**config.mk**
```make
export PLATFORM = sky130hd
export DESIGN_NAME = snoop_coh_ctrl
export DESIGN_NICKNAME = d
export VERILOG_FILES = /design/src/rtl/coh_pkg.sv /design/src/rtl/coh_line_array.sv /design/src/rtl/coh_snoop_eval.sv /design/src/rtl/coh_local_eval.sv /design/src/rtl/snoop_coh_ctrl.sv
export SDC_FILE = /design/constraint.sdc
export NUM_CORES = 1
export LEC_CHECK = 0
export BUFFER_PORTS_ARGS = -buffer_cell sky130_fd_sc_hd__buf_2
export CAP_MARGIN = 10
export CORE_MARGIN = 2
export CORE_UTILIZATION = 35
export CTS_CLUSTER_SIZE = 10
export DETAILED_ROUTE_END_ITERATION = 6
export GPL_ROUTABILITY_DRIVEN = 0
export GPL_TIMING_DRIVEN = 1
export PLACE_DENSITY = 0.61
export SYNTH_ARGS = -nofsm -noshare
export SYNTH_HDL_FRONTEND = slang
export SYNTH_SLANG_ARGS = --single-unit
```
**constraint.sdc**
```tcl
create_clock -name clk -period 4.3 [get_ports clk]
set_clock_uncertainty 0.15 [all_clocks]
set_input_delay 1.29 -clock clk [delete_from_list [all_inputs] [get_ports clk]]
set_output_delay 1.29 -clock clk [all_outputs]
set_load 0.03 [all_outputs]
```
**src/rtl/coh_pkg.sv**
```systemverilog
// Shared encodings for the coherence controller.
// Assumes: state and bus command codes are visible at the ports and must stay fixed.
package coh_pkg;
    typedef enum logic [1:0] {
        ST_INV = 2'd0,
        ST_SHR = 2'd1,
        ST_DRT = 2'd2
    } line_st_e;

    typedef enum logic [1:0] {
        CMD_NONE   = 2'd0,
        CMD_RDMISS = 2'd1,
        CMD_WRMISS = 2'd2,
        CMD_INVAL  = 2'd3
    } bus_cmd_e;
endpackage

```
**src/rtl/coh_line_array.sv**
```systemverilog
// Per-line state and tag storage in flops, with one read port per event stream.
// The snoop write port changes state only. The local write port changes state and tag.
// Assumes: the two write ports never name the same line in one cycle, because the
// top refuses the local event in that case.
module coh_line_array
    import coh_pkg::*;
#(
    parameter int IDX_W = 3,
    parameter int TAG_W = 6
) (
    input  logic             clk,
    input  logic             rst_n,
    input  logic [IDX_W-1:0] snp_idx,
    input  logic [IDX_W-1:0] loc_idx,
    output line_st_e         snp_st,
    output logic [TAG_W-1:0] snp_tag,
    output line_st_e         loc_st,
    output logic [TAG_W-1:0] loc_tag,
    input  logic             snp_we,
    input  line_st_e         snp_nxt,
    input  logic             loc_we,
    input  line_st_e         loc_nxt,
    input  logic [TAG_W-1:0] loc_nxt_tag
);
    localparam int NLINES = 1 << IDX_W;

    line_st_e         st_q  [NLINES];
    logic [TAG_W-1:0] tag_q [NLINES];

    // Read ports: select the addressed line for each stream.
    always_comb begin
        snp_st  = st_q[snp_idx];
        snp_tag = tag_q[snp_idx];
        loc_st  = st_q[loc_idx];
        loc_tag = tag_q[loc_idx];
    end

    // Line update: reset to Invalid, otherwise apply whichever port names the line.
    always_ff @(posedge clk) begin
        for (int i = 0; i < NLINES; i++) begin
            if (!rst_n) begin
                st_q[i]  <= ST_INV;
                tag_q[i] <= '0;
            end else if (snp_we && snp_idx == IDX_W'(i)) begin
                st_q[i] <= snp_nxt;
            end else if (loc_we && loc_idx == IDX_W'(i)) begin
                st_q[i]  <= loc_nxt;
                tag_q[i] <= loc_nxt_tag;
            end
        end
    end


    port_clash_chk: assert property (@(posedge clk) disable iff (!rst_n)
        (snp_we && loc_we) |-> (snp_idx != loc_idx));
endmodule

```
**src/rtl/coh_snoop_eval.sv**
```systemverilog
// Next state of one line under a snooped transaction from another processor.
// Assumes: the line state and tag given are those of the line the snoop index selects.
module coh_snoop_eval
    import coh_pkg::*;
#(
    parameter int TAG_W = 6
) (
    input  logic             valid,
    input  logic [1:0]       cmd,
    input  logic [TAG_W-1:0] req_tag,
    input  line_st_e         cur_st,
    input  logic [TAG_W-1:0] cur_tag,
    output logic             upd,
    output line_st_e         nxt_st,
    output logic             need_cb
);
    bus_cmd_e c;
    logic     match;

    // Transition: only a live line with the same tag reacts to the snoop.
    always_comb begin
        c       = bus_cmd_e'(cmd);
        match   = valid && (c != CMD_NONE) && (cur_st != ST_INV) && (cur_tag == req_tag);
        upd     = 1'b0;
        nxt_st  = cur_st;
        need_cb = 1'b0;
        if (match) begin
            case (cur_st)
                ST_SHR: begin
                    if (c == CMD_WRMISS || c == CMD_INVAL) begin
                        upd    = 1'b1;
                        nxt_st = ST_INV;
                    end
                end
                ST_DRT: begin
                    upd     = 1'b1;
                    need_cb = 1'b1;
                    nxt_st  = (c == CMD_RDMISS) ? ST_SHR : ST_INV;
                end
                default: begin
                    upd = 1'b0;
                end
            endcase
        end
    end
endmodule

```
**src/rtl/coh_local_eval.sv**
```systemverilog
// Hit detection and next state of one line under a local read or write.
// Assumes: the caller decides whether the event is accepted. Outputs describe it as if it were.
module coh_local_eval
    import coh_pkg::*;
#(
    parameter int TAG_W = 6
) (
    input  logic             wr,
    input  logic [TAG_W-1:0] req_tag,
    input  line_st_e         cur_st,
    input  logic [TAG_W-1:0] cur_tag,
    output logic             hit,
    output logic             upd,
    output line_st_e         nxt_st,
    output bus_cmd_e         cmd,
    output logic             need_cb
);
    // Transition: classify hit or miss, then pick the bus message and the new state.
    always_comb begin
        hit     = (cur_st != ST_INV) && (cur_tag == req_tag);
        upd     = 1'b0;
        nxt_st  = cur_st;
        cmd     = CMD_NONE;
        need_cb = 1'b0;
        if (hit) begin
            if (wr && cur_st == ST_SHR) begin
                upd    = 1'b1;
                nxt_st = ST_DRT;
                cmd    = CMD_INVAL;
            end
        end else begin
            upd     = 1'b1;
            nxt_st  = wr ? ST_DRT : ST_SHR;
            cmd     = wr ? CMD_WRMISS : CMD_RDMISS;
            need_cb = (cur_st == ST_DRT);
        end
    end
endmodule

```
**src/rtl/snoop_coh_ctrl.sv**
```systemverilog
// Coherence controller for a direct-mapped array of lines: serves one local event
// and one snooped transaction per cycle and registers all of its requests.
// Assumes: the address is tag above index; a refused local event is presented again
// by the requester; one copy-back port is enough since a snoop copy-back wins it.
module snoop_coh_ctrl
    import coh_pkg::*;
#(
    parameter int IDX_W = 3,
    parameter int TAG_W = 6
) (
    input  logic                   clk,
    input  logic                   rst_n,
    input  logic                   loc_valid,
    input  logic                   loc_wr,
    input  logic [IDX_W+TAG_W-1:0] loc_addr,
    input  logic                   snp_valid,
    input  logic [1:0]             snp_cmd,
    input  logic [IDX_W+TAG_W-1:0] snp_addr,
    output logic                   loc_done,
    output logic                   loc_retry,
    output logic                   loc_hit,
    output logic [1:0]             loc_prev_state,
    output logic                   bus_req,
    output logic [1:0]             bus_cmd,
    output logic [IDX_W+TAG_W-1:0] bus_addr,
    output logic                   cb_req,
    output logic [IDX_W+TAG_W-1:0] cb_addr
);
    localparam int ADDR_W = IDX_W + TAG_W;

    logic [IDX_W-1:0] l_idx, s_idx;
    logic [TAG_W-1:0] l_tag, s_tag;
    line_st_e         l_st, s_st, l_nxt, s_nxt;
    logic [TAG_W-1:0] l_cur_tag, s_cur_tag;
    logic             l_hit, l_upd, l_cb, s_upd, s_cb;
    bus_cmd_e         l_cmd;
    logic             collide, accept;

    assign l_idx = loc_addr[IDX_W-1:0];
    assign l_tag = loc_addr[ADDR_W-1:IDX_W];
    assign s_idx = snp_addr[IDX_W-1:0];
    assign s_tag = snp_addr[ADDR_W-1:IDX_W];

    coh_line_array #(.IDX_W(IDX_W), .TAG_W(TAG_W)) u_lines (
        .clk         (clk),
        .rst_n       (rst_n),
        .snp_idx     (s_idx),
        .loc_idx     (l_idx),
        .snp_st      (s_st),
        .snp_tag     (s_cur_tag),
        .loc_st      (l_st),
        .loc_tag     (l_cur_tag),
        .snp_we      (s_upd),
        .snp_nxt     (s_nxt),
        .loc_we      (accept && l_upd),
        .loc_nxt     (l_nxt),
        .loc_nxt_tag (l_tag)
    );

    coh_snoop_eval #(.TAG_W(TAG_W)) u_snoop (
        .valid   (snp_valid),
        .cmd     (snp_cmd),
        .req_tag (s_tag),
        .cur_st  (s_st),
        .cur_tag (s_cur_tag),
        .upd     (s_upd),
        .nxt_st  (s_nxt),
        .need_cb (s_cb)
    );

    coh_local_eval #(.TAG_W(TAG_W)) u_local (
        .wr      (loc_wr),
        .req_tag (l_tag),
        .cur_st  (l_st),
        .cur_tag (l_cur_tag),
        .hit     (l_hit),
        .upd     (l_upd),
        .nxt_st  (l_nxt),
        .cmd     (l_cmd),
        .need_cb (l_cb)
    );

    // Arbitration: the snoop wins a shared line index or the single copy-back port.
    always_comb begin
        collide = loc_valid && snp_valid && ((l_idx == s_idx) || (s_cb && l_cb));
        accept  = loc_valid && !collide;
    end

    // Response registers: one-cycle pulses, local fields zero unless accepted.
    always_ff @(posedge clk) begin
        if (!rst_n) begin
            loc_done       <= 1'b0;
            loc_retry      <= 1'b0;
            loc_hit        <= 1'b0;
            loc_prev_state <= 2'd0;
            bus_req        <= 1'b0;
            bus_cmd        <= 2'd0;
            bus_addr       <= '0;
            cb_req         <= 1'b0;
            cb_addr        <= '0;
        end else begin
            loc_done       <= accept;
            loc_retry      <= collide;
            loc_hit        <= accept && l_hit;
            loc_prev_state <= accept ? l_st : ST_INV;
            bus_req        <= accept && (l_cmd != CMD_NONE);
            bus_cmd        <= accept ? l_cmd : CMD_NONE;
            bus_addr       <= (accept && l_cmd != CMD_NONE) ? loc_addr : '0;
            if (s_cb) begin
                cb_req  <= 1'b1;
                cb_addr <= snp_addr;
            end else if (accept && l_cb) begin
                cb_req  <= 1'b1;
                cb_addr <= {l_cur_tag, l_idx};
            end else begin
                cb_req  <= 1'b0;
                cb_addr <= '0;
            end
        end
    end


    retry_excl_chk: assert property (@(posedge clk) disable iff (!rst_n)
        loc_retry |-> (!loc_done && !bus_req));

    inval_from_shared_chk: assert property (@(posedge clk) disable iff (!rst_n)
        (bus_req && bus_cmd == 2'd3) |-> (loc_hit && loc_prev_state == 2'd1));

    dirty_hit_quiet_chk: assert property (@(posedge clk) disable iff (!rst_n)
        (loc_done && loc_hit && loc_prev_state == 2'd2) |-> !bus_req);

    miss_req_chk: assert property (@(posedge clk) disable iff (!rst_n)
        (bus_req && bus_cmd != 2'd3) |-> (loc_done && !loc_hit));

    local_idle_chk: assert property (@(posedge clk) disable iff (!rst_n)
        !loc_done |-> (!loc_hit && loc_prev_state == 2'd0 && !bus_req));
endmodule

```
# Word level (Yosys, flattened, before mapping)

Memory sizes are Yosys's and may differ from the RTL's.
Cells that the tools add are included.

Register bits: 27
RAM bits: 64
Input port bits: 25
Output and inout port bits: 27
Logic and storage cells: 201
Memories kept: 2

Eq/ne operators: 24
Mux-type cells: 102
Bitwise logic cells: 24
Reductions and logical operators: 40

Memories:

| name          | depth | width | read ports | clocked after Yosys merged registers in | wr ports | line                 | source |
|---|---|---|---|---|---|---|---|
| u_lines.tag_q | 8     | 6     | 2          | 0                                       | 8        | coh_line_array.sv:28 | `logic [TAG_W-1:0] tag_q [NLINES];` |
| u_lines.st_q  | 8     | 2     | 2          | 0                                       | 8        | coh_line_array.sv:27 | `line_st_e st_q [NLINES];` |

Operators by type and width:

| operator                                                              | number |
|---|---|
| 1-bit 2-to-1 mux                                                      | 67 |
| 6-bit 2-to-1 mux                                                      | 8 |
| 2-bit 2-to-1 mux                                                      | 23 |
| 1-bit logical AND                                                     | 29 |
| 3-bit equality test, second input constant                            | 8 |
| 1-bit OR                                                              | 24 |
| 9-bit 2-to-1 mux                                                      | 2 |
| 3-bit by 2-bit equality test with 1-bit output, second input constant | 4 |
| 6-bit equality test                                                   | 2 |
| 2-bit equality test, second input constant                            | 4 |
| 2-bit nonzero test                                                    | 4 |
| 2-bit by 1-bit equality test with 1-bit output, second input constant | 3 |
| 3-bit by 1-bit equality test with 1-bit output, second input constant | 2 |
| 3-bit zero test                                                       | 2 |
| 2-bit case mux with 2 select lines                                    | 1 |
| 2-bit AND reduction                                                   | 2 |
| 3-bit equality test                                                   | 1 |
| 1-bit logical OR                                                      | 2 |
| 1-bit case mux with 2 select lines                                    | 1 |
| 1-bit zero test                                                       | 1 |

# Longest topological paths before layout

Gate-level depths: netlist (run 1).

Depth in word-level cells: 17
Depth in mapped cells: 14
Mapped depth without buffers: 10

# Hierarchy

Synthesis (run 1) repeated with hierarchy kept, for this count alone.

Cells, all modules: 387
Area, all modules: 4,838.4 um2

Modules (own cells, without submodules):

| module         | times used | cells each | area each (um2) | seq. area each (um2) |
|---|---|---|---|---|
| coh_line_array | 1          | 246        | 3,519.6         | 1,921.8 |
| snoop_coh_ctrl | 1          | 90         | 940.9           | 540.5 |
| coh_snoop_eval | 1          | 27         | 212.7           | 0.0 |
| coh_local_eval | 1          | 24         | 165.2           | 0.0 |

# Worst setup path before layout (run 1)

OpenSTA, ideal clock, no wires.

Kind: input -> register
Start: input port snp_addr[0]
End: memory u_lines.tag_q[2][0], enable pin
Setup time: 290 ps
Arrival: 3,810 ps
Data required time: 3,860 ps
Slack: 49 ps
Stages: 13
Buffers on the path: 3
Cell sequence: buf_2 buf_2 mux4_2 mux2_2 inv_1 ha_1 nor2b_1 o221ai_1 nor4_4 buf_6 nand4_2 nand4_4 nand2_1

RTL lines:

| element     | line                 | source |
|---|---|---|
| from (decl) | snoop_coh_ctrl.sv:18 | `input logic [IDX_W+TAG_W-1:0] snp_addr,` |
| to (decl)   | coh_line_array.sv:28 |  |

==> tab_implementation.tex, run 1 <==
\begin{tabular}{lr}
\hline
Metric & Value \\
\hline
\multicolumn{2}{l}{\textbf{STA}} \\
\quad Hold Violations, Final & 0 \\
\quad Final period util & 94.72\% \\
\quad Endpoints failing setup & 0 \\
\quad Max Fclk & 245.5 MHz \\
\quad Worst relative slew slack & 64.71\% \\
\quad Number of pins exceeding their max-slew limit in the final report & 0 \\
\quad Summed negative setup slack over all endpoints & 0 ps \\
\quad RSZ-0062 raised after global routing & no \\
\quad Transition time at the pin with the least slew margin & 527.0 ps \\
\quad Post-route minimum period & 4073 ps \\
\multicolumn{2}{l}{\textbf{Synth}} \\
\quad Synth Flop Type & sky130\_fd\_sc\_hd\_\_edfxtp\_1 \\
\quad Flip-flop and latch count after synthesis & 91 \\
\quad Synthesized instance count & 470 \\
\quad Ys Warns & 0 \\
\quad Most area-hungry cell type in the Yosys netlist & sky130\_fd\_sc\_hd\_\_edfxtp\_1 \\
\quad Total standard cell area after synthesis & 0.005186 mm\^{}2 \\
\quad Most common cell in the synthesized netlist & sky130\_fd\_sc\_hd\_\_edfxtp\_1 \\
\quad Sequential cell area fraction in the yosys report & 47.48\% \\
\quad Number of enable flip-flop cells after synthesis & 64 \\
\quad FFs w/ async S/R, synth & 0\% \\
\quad Synthesized area divided by synthesized cell count & 11.03 um\^{}2 \\
\quad Commonest cells in the netlist & sky130\_fd\_sc\_hd\_\_edfxtp\_1 (64), sky130\_fd\_sc\_hd\_\_nor2\_1 (58), sky130\_fd\_sc\_hd\_\_nand2\_1 (42), sky130\_fd\_sc\_hd\_\_mux2i\_1 (28), sky130\_fd\_sc\_hd\_\_dfxtp\_1 (27) \\
\quad Post-synthesis net count & 499 \\
\quad Top cells by area in the synthesized netlist & sky130\_fd\_sc\_hd\_\_edfxtp\_1 (37\%), sky130\_fd\_sc\_hd\_\_dfxtp\_1 (10\%), sky130\_fd\_sc\_hd\_\_mux2i\_1 (5.4\%) \\
\quad Post-synthesis cell type count & 68 \\
\quad Synth top area share & 37.06\% \\
\multicolumn{2}{l}{\textbf{Floorplan}} \\
\quad Die span in x & 125.7 um \\
\quad I/O pin count & 52 \\
\quad Site Rows & 44 \\
\quad Starting density of the core & 35.82\% \\
\quad CORE AREA & 0.01448 mm\^{}2 \\
\quad Die ar. & 0.01581 mm\^{}2 \\
\quad Vert. Die Dim & 125.7 um \\
\multicolumn{2}{l}{\textbf{GRT}} \\
\quad Initial antenna violation count & 1 \\
\quad Largest net degree at the start of global routing & 29 \\
\quad All-Layer GR Usage & 20.05\% \\
\quad Vias in the first global route & 4328 \\
\quad Global-route wire length before repair & 24.27 mm \\
\quad Overflow left after global routing & 0 \\
\multicolumn{2}{l}{\textbf{Power}} \\
\quad Power, Total & 2.241 mW \\
\quad Power Density & 353.6 mW/mm\^{}2 \\
\quad P\_leak & 2.554 nW \\
\quad Maximum resistive drop on vdd & 0.2667 mV \\
\multicolumn{2}{l}{\textbf{Detailed routing}} \\
\quad Iteration-0 DRC count of the detailed router & 345 \\
\quad TritonRoute pass-1 iters & 7 \\
\quad Remaining DRCs & 0 \\
\quad Drt via density & 5.707 \\
\quad Detailed-route via count & 4297 \\
\quad Residual antenna-violating net count after detailed routing & 0 \\
\quad Drt wl/cell & 20.70 um \\
\quad Overall routed net length & 15.59 mm \\
\multicolumn{2}{l}{\textbf{Worst setup path}} \\
\quad Worst setup EP type & register \\
\quad Critical path arrival & 3950 ps \\
\quad Startpoint kind of the worst setup timing path & input port \\
\quad WP data required & 4180 ps \\
\quad Crit Path Category & in2reg \\
\quad Maximum fanout along the worst path & 14 \\
\multicolumn{2}{l}{\textbf{Place}} \\
\quad DPL Wire Length & 12.17 mm \\
\quad Number of cells in the design after placement & 736 \\
\quad Port-buffer cells & 51 \\
\multicolumn{2}{l}{\textbf{Clock tree}} \\
\quad Quantity of gates resized following cts & 0 \\
\quad Buffers inserted by post-CTS timing repair & 0 \\
\quad Clock transition at path regs & 70 ps \\
\quad CTS tree & done \\
\quad CTS root buffer & sky130\_fd\_sc\_hd\_\_clkbuf\_16 \\
\quad Longest Clk Path Bufs & 2 \\
\quad TritonCTS buffer count & 9 \\
\quad Clock sink total & 91 \\
\quad Max H-tree Level & 3 \\
\quad Hold buffers post-CTS & 0 \\
\quad Clock latency on the worst-skew pair & 350 ps \\
\multicolumn{2}{l}{\textbf{Job}} \\
\quad Max capacitance violation total & 0 \\
\multicolumn{2}{l}{\textbf{Cells and area}} \\
\quad Share of post-route cells with drive strength above 1 & 29.93\% \\
\quad Count of non-filler cells in the finished layout & 753 \\
\quad Filler Cell Count & 1387 \\
\quad Nets@finish & 592 \\
\quad Layout area overhead & 22.20\% \\
\multicolumn{2}{l}{\textbf{Outcome}} \\
\quad Run status & finished, final reports clean \\
\multicolumn{2}{l}{\textbf{Hold path}} \\
\quad Worst min path class & reg2reg \\
\hline
\end{tabular}
## registers in the layout, indices dropped and copies added, names as in the netlist
| name | cells |
|---|---|
| cb_addr | 9 |
| bus_cmd | 2 |
| loc_hit | 1 |
| bus_req | 1 |
| loc_prev_state | 2 |
| u_lines.st_q | 16 |
| loc_retry | 1 |
| loc_done | 1 |
| u_lines.tag_q | 48 |
| cb_req | 1 |
| bus_addr | 9 |
## stage by stage
stage               area (um^2)  hold WS, ps  setup WS, ps  util, %
finish                     6337        731.5         227.2    43.77
global route               6337        773.0         66.46    43.77
CTS                        6335        726.9         258.7    43.75
detailed placement         6010        711.8        -109.2    41.51
global placement           6010        713.6        -52.39    41.51
floorplan                  5186        586.6         49.14        -
## power by group
| group | total (mW) | leakage [nW] | internal (mW) | switching [mW] |
|---|---|---|---|---|
| Combinational | 0.382 | 1.50 | 0.149 | 0.233 |
| Sequential | 0.995 | 0.900 | 0.974 | 0.0210 |
| Clock | 0.864 | 0.155 | 0.516 | 0.347 |
| Total | 2.24 | 2.55 | 1.64 | 0.601 |
## final cells by class
| type | count | area, um^2 | area share (%) |
|---|---|---|---|
| multi-input combinational | 344 | 2505 | 39.53 |
| antenna | 1 | 2.502 | 0.03949 |
| clock buffer | 10 | 229.0 | 3.613 |
| timing repair buffer | 110 | 785.8 | 12.40 |
| clock inverter | 6 | 96.34 | 1.520 |
| sequential | 91 | 2462 | 38.85 |
| inverter | 7 | 26.28 | 0.4146 |
| tap | 184 | 230.2 | 3.633 |
## cell usage in the layout, fill, tap and decap left out, drive strengths merged, types with 3 or more instances in the layout
master   count
nor2b       13
o2bb2ai      3
nand2       42
mux2i       28
inv          8
and3        16
dfxtp       27
o221ai       3
nor3b        3
a21oi       16
a22oi       10
edfxtp      64
o22ai       22
nor2        58
o31ai        3
and2         8
nand4       22
mux2        15
clkbuf      10
buf        110
o21ai        4
nand2b       7
a211oi       5
mux4         5
nand3       15
a221oi       3
ha           4
xnor2        8
## worst max-delay path: stages
cell and delay (ps):
sky130_fd_sc_hd__buf_2 280, sky130_fd_sc_hd__buf_4 250, sky130_fd_sc_hd__mux2_2 350, sky130_fd_sc_hd__o22ai_1 220, sky130_fd_sc_hd__a221o_1 220, sky130_fd_sc_hd__o21ai_0 170, sky130_fd_sc_hd__and4_1 350, sky130_fd_sc_hd__a21oi_2 160
sky130_fd_sc_hd__buf_4 180, sky130_fd_sc_hd__nand4_4 160, sky130_fd_sc_hd__nand2_1 300
## cells by family after synthesis
| kind of cell | Yosys count | share of synthesized area (%) |
|---|---|---|
| compound gates | 91 | 13.95 |
| xor+xnor | 10 | 1.689 |
| fa+ha+maj | 4 | 0.9651 |
| buf+inv | 35 | 4.222 |
| flops | 91 | 47.48 |
| mux | 48 | 10.83 |
| simple gates | 191 | 20.87 |
## path summary, 6_finish.rpt
kind                                startpoint                           endpoint  cells after the start  slack, ps
min reg2reg  u_lines.tag_q[1][4]$_SDFFCE_PN0P_              cb_addr[7]$_SDFF_PN0_                      4        730
max                                loc_addr[2]  u_lines.tag_q[2][5]$_SDFFCE_PN0P_                     11        230
min          u_lines.tag_q[1][4]$_SDFFCE_PN0P_              cb_addr[7]$_SDFF_PN0_                      4        730
max reg2reg  u_lines.tag_q[6][3]$_SDFFCE_PN0P_  u_lines.tag_q[2][5]$_SDFFCE_PN0P_                      8       1030
## metal layers
metal / part of all wire (%) / vias up / GRT usage (%)
li1: - / 1981 / -
met5: 0 / - / 0
met2: 50 / 168 / 33.58
met4: 3.2 / 0 / 8.209
met3: 7.0 / 31 / 5.268
met1: 40 / 2117 / 24.68
(Power assumes the default switching activity.)
==> run 2, diff against run 1 <==
Settings changed: CTS_CLUSTER_DIAMETER from default to 80, RECOVER_POWER from default to 50.
==> run 2 against run 1 <==
Effect of this change: via count about the same; worst setup slack got worse by 52 ps; largest cell class unchanged; highest routed layer unchanged; flip-flop and latch count unchanged.
==> tab_implementation.tex, run 2 (synthesized netlist as in run 1, its figures left out) <==
\begin{tabular}{lr}
\hline
Metric & Value \\
\hline
\multicolumn{2}{l}{\textbf{Outcome}} \\
\quad Run status & finished, final reports clean \\
\multicolumn{2}{l}{\textbf{Detailed routing}} \\
\quad Residual antenna-violating net count after detailed routing & 0 \\
\quad Remaining DRCs & 0 \\
\quad Wl on met1 & 6.384 mm \\
\quad TritonRoute pass-1 iters & 5 \\
\quad Iteration-0 DRC count of the detailed router & 365 \\
\quad Metal2 WL & 7.849 mm \\
\quad Drt via density & 5.710 \\
\quad Top routing layer in use & met4 \\
\quad Detailed-route via count & 4300 \\
\quad Drt wl/cell & 20.81 um \\
\quad Amount of wire on met3 after detailed routing & 996 um \\
\quad Overall routed net length & 15.67 mm \\
\multicolumn{2}{l}{\textbf{Worst setup path}} \\
\quad WP data required & 4240 ps \\
\quad Worst setup EP type & register \\
\quad Crit Path Category & in2reg \\
\quad Startpoint kind of the worst setup timing path & input port \\
\quad Critical path arrival & 4070 ps \\
\quad Maximum fanout along the worst path & 14 \\
\quad Crit path max-delay cell type & sky130\_fd\_sc\_hd\_\_and4\_1 \\
\quad Largest incremental delay on the critical path & 400 ps \\
\quad Number of cells on the worst reg-to-reg path & 8 \\
\quad Ordered cell list for the critical path & clkbuf\_2 -> buf\_4 -> clkinv\_1 -> clkbuf\_2 -> a221o\_1 -> o21ai\_0 -> and4\_1 -> a21oi\_2 -> buf\_4 -> nand4\_4 -> clkbuf\_1 -> nor2\_1 \\
\multicolumn{2}{l}{\textbf{Job}} \\
\quad Max capacitance violation total & 0 \\
\multicolumn{2}{l}{\textbf{Cells and area}} \\
\quad Final design instance area without fill & 0.006241 mm\^{}2 \\
\quad Combined flip-flop and latch cell area & 0.002462 mm\^{}2 \\
\quad Most frequent standard cell in the layout excluding fill and tap cells & sky130\_fd\_sc\_hd\_\_edfxtp\_1 \\
\quad Layout area overhead & 20.34\% \\
\quad Area of combinational cells with multiple inputs & 0.002476 mm\^{}2 \\
\quad Share of post-route cells with drive strength above 1 & 23.06\% \\
\quad Commonest non-fill, non-tap cells in the layout & sky130\_fd\_sc\_hd\_\_edfxtp\_1 (64), sky130\_fd\_sc\_hd\_\_nor2\_1 (58), sky130\_fd\_sc\_hd\_\_nand2\_1 (42), sky130\_fd\_sc\_hd\_\_buf\_4 (42), sky130\_fd\_sc\_hd\_\_clkbuf\_1 (35) \\
\quad Leading registers by flop count & u\_lines.tag\_q: 48 flops, u\_lines.st\_q: 16 flops \\
\quad Filler Cell Count & 1414 \\
\quad Nets@finish & 592 \\
\quad Largest register by flop count & u\_lines.tag\_q \\
\quad Utilization of the core after routing & 43.10\% \\
\quad Count of non-filler cells in the finished layout & 753 \\
\quad Flip-flop count of the largest register, all copies and words added & 48 \\
\multicolumn{2}{l}{\textbf{STA}} \\
\quad Final period util & 95.94\% \\
\quad Hold Violations, Final & 0 \\
\quad Max Fclk & 242.4 MHz \\
\quad RSZ-0062 raised after global routing & no \\
\quad Number of pins exceeding their max-slew limit in the final report & 0 \\
\quad Endpoints failing setup & 0 \\
\quad Worst relative slew slack & 51.71\% \\
\quad Transition time at the pin with the least slew margin & 719.5 ps \\
\quad Post-route minimum period & 4125 ps \\
\quad Worst setup slack after layout & 174.8 ps \\
\multicolumn{2}{l}{\textbf{Floorplan}} \\
\quad Site Rows & 44 \\
\quad Die ar. & 0.01581 mm\^{}2 \\
\quad CORE AREA & 0.01448 mm\^{}2 \\
\quad Die span in x & 125.7 um \\
\quad Starting density of the core & 35.82\% \\
\quad I/O pin count & 52 \\
\quad Vert. Die Dim & 125.7 um \\
\multicolumn{2}{l}{\textbf{Power}} \\
\quad Power, Total & 2.234 mW \\
\quad Switching part of the total power & 26.90\% \\
\quad Net switching power figure & 601.0 uW \\
\quad Clock Power Share & 38.7\% \\
\quad Relative contribution of combinational cells to total power & 16.8\% \\
\quad Part of the total power dissipated in sequential elements & 44.5\% \\
\quad Internal portion of total power & 1.633 mW \\
\quad P\_leak & 2.396 nW \\
\quad Maximum resistive drop on vdd & 0.2685 mV \\
\quad Power Density & 358.0 mW/mm\^{}2 \\
\multicolumn{2}{l}{\textbf{GRT}} \\
\quad Initial antenna violation count & 1 \\
\quad All-Layer GR Usage & 20.05\% \\
\quad Global-route wire length before repair & 24.27 mm \\
\quad Vias in the first global route & 4328 \\
\quad Overflow left after global routing & 0 \\
\quad Largest net degree at the start of global routing & 29 \\
\multicolumn{2}{l}{\textbf{Clock tree}} \\
\quad Longest Clk Path Bufs & 2 \\
\quad CTS tree & done \\
\quad Hold buffers post-CTS & 0 \\
\quad Clock sink total & 91 \\
\quad Buffers inserted by post-CTS timing repair & 0 \\
\quad Quantity of gates resized following cts & 0 \\
\quad TritonCTS buffer count & 9 \\
\quad Clock latency on the worst-skew pair & 350 ps \\
\quad Max H-tree Level & 3 \\
\quad CTS root buffer & sky130\_fd\_sc\_hd\_\_clkbuf\_16 \\
\quad Clock transition at path regs & 70 ps \\
\multicolumn{2}{l}{\textbf{Place}} \\
\quad Worst setup timing slack at the placement stage & -109.2 ps \\
\quad Placed inst area & 0.006010 mm\^{}2 \\
\quad Number of cells in the design after placement & 736 \\
\quad DPL Wire Length & 12.17 mm \\
\quad Port-buffer cells & 51 \\
\multicolumn{2}{l}{\textbf{Hold path}} \\
\quad Hold path depth & 4 \\
\quad Worst min path class & reg2reg \\
\hline
\end{tabular}
-- run 2: cell types whose count changed in the layout (fill, tap and decap cells not counted), sizes merged --
cell,before,now
buf,110,71
clkbuf,10,49
-- run 2: path summary, 6_finish.rpt --
kind                                                         from                           endpoint  slack [ps]
worst max-delay path                                  loc_addr[2]  u_lines.tag_q[2][4]$_SDFFCE_PN0P_         170
worst min-delay path            u_lines.tag_q[6][1]$_SDFFCE_PN0P_              cb_addr[4]$_SDFF_PN0_         730
worst max register to register  u_lines.tag_q[6][3]$_SDFFCE_PN0P_  u_lines.tag_q[7][5]$_SDFFCE_PN0P_        1000
worst min register to register  u_lines.tag_q[6][1]$_SDFFCE_PN0P_              cb_addr[4]$_SDFF_PN0_         730
-- run 2: layout make-up --
cell class	count	share of cell area [%]
diodes	1	0.04010
clock buffers	10	3.669
clock inverters	6	1.544
inverters	7	0.4210
multi-input cells	344	39.68
flip-flops and latches	91	39.45
well taps	184	3.689
repair buffers	110	11.51
-- run 2: per-stage QoR --
step                hold WS (ps)  setup TNS [ps]
floorplan                  586.6               0
global placement           713.6          -747.0
detailed placement         711.8           -3745
CTS                        726.9               0
global route               773.0               0
finish                     730.5               0
-- run 2: critical path: cells and delay by family --
kind	cells	cell delay, ps
AOI/OAI and AO/OA	3	800
buffers and inverters	6	1340
and+or+nand+nor	3	620
-- run 2: power by group through the flow --
stage | clock network, mW | registers [mW] | logic [mW]
after global routing | 0.908 | 0.998 | 0.402
after global placement | 0 | 1.01 | 0.371
after floorplan | 0 | 1.02 | 0.226
after detailed placement | 0 | 1.01 | 0.377
final | 0.865 | 0.995 | 0.375
after CTS | 0.875 | 0.994 | 0.379
-- run 2: per-layer routing --
metal	vias to the layer above	global-route usage (%)
li1	1978	-
met1	2119	24.68
met2	173	33.58
met3	30	5.268
met4	0	8.209
met5	-	0
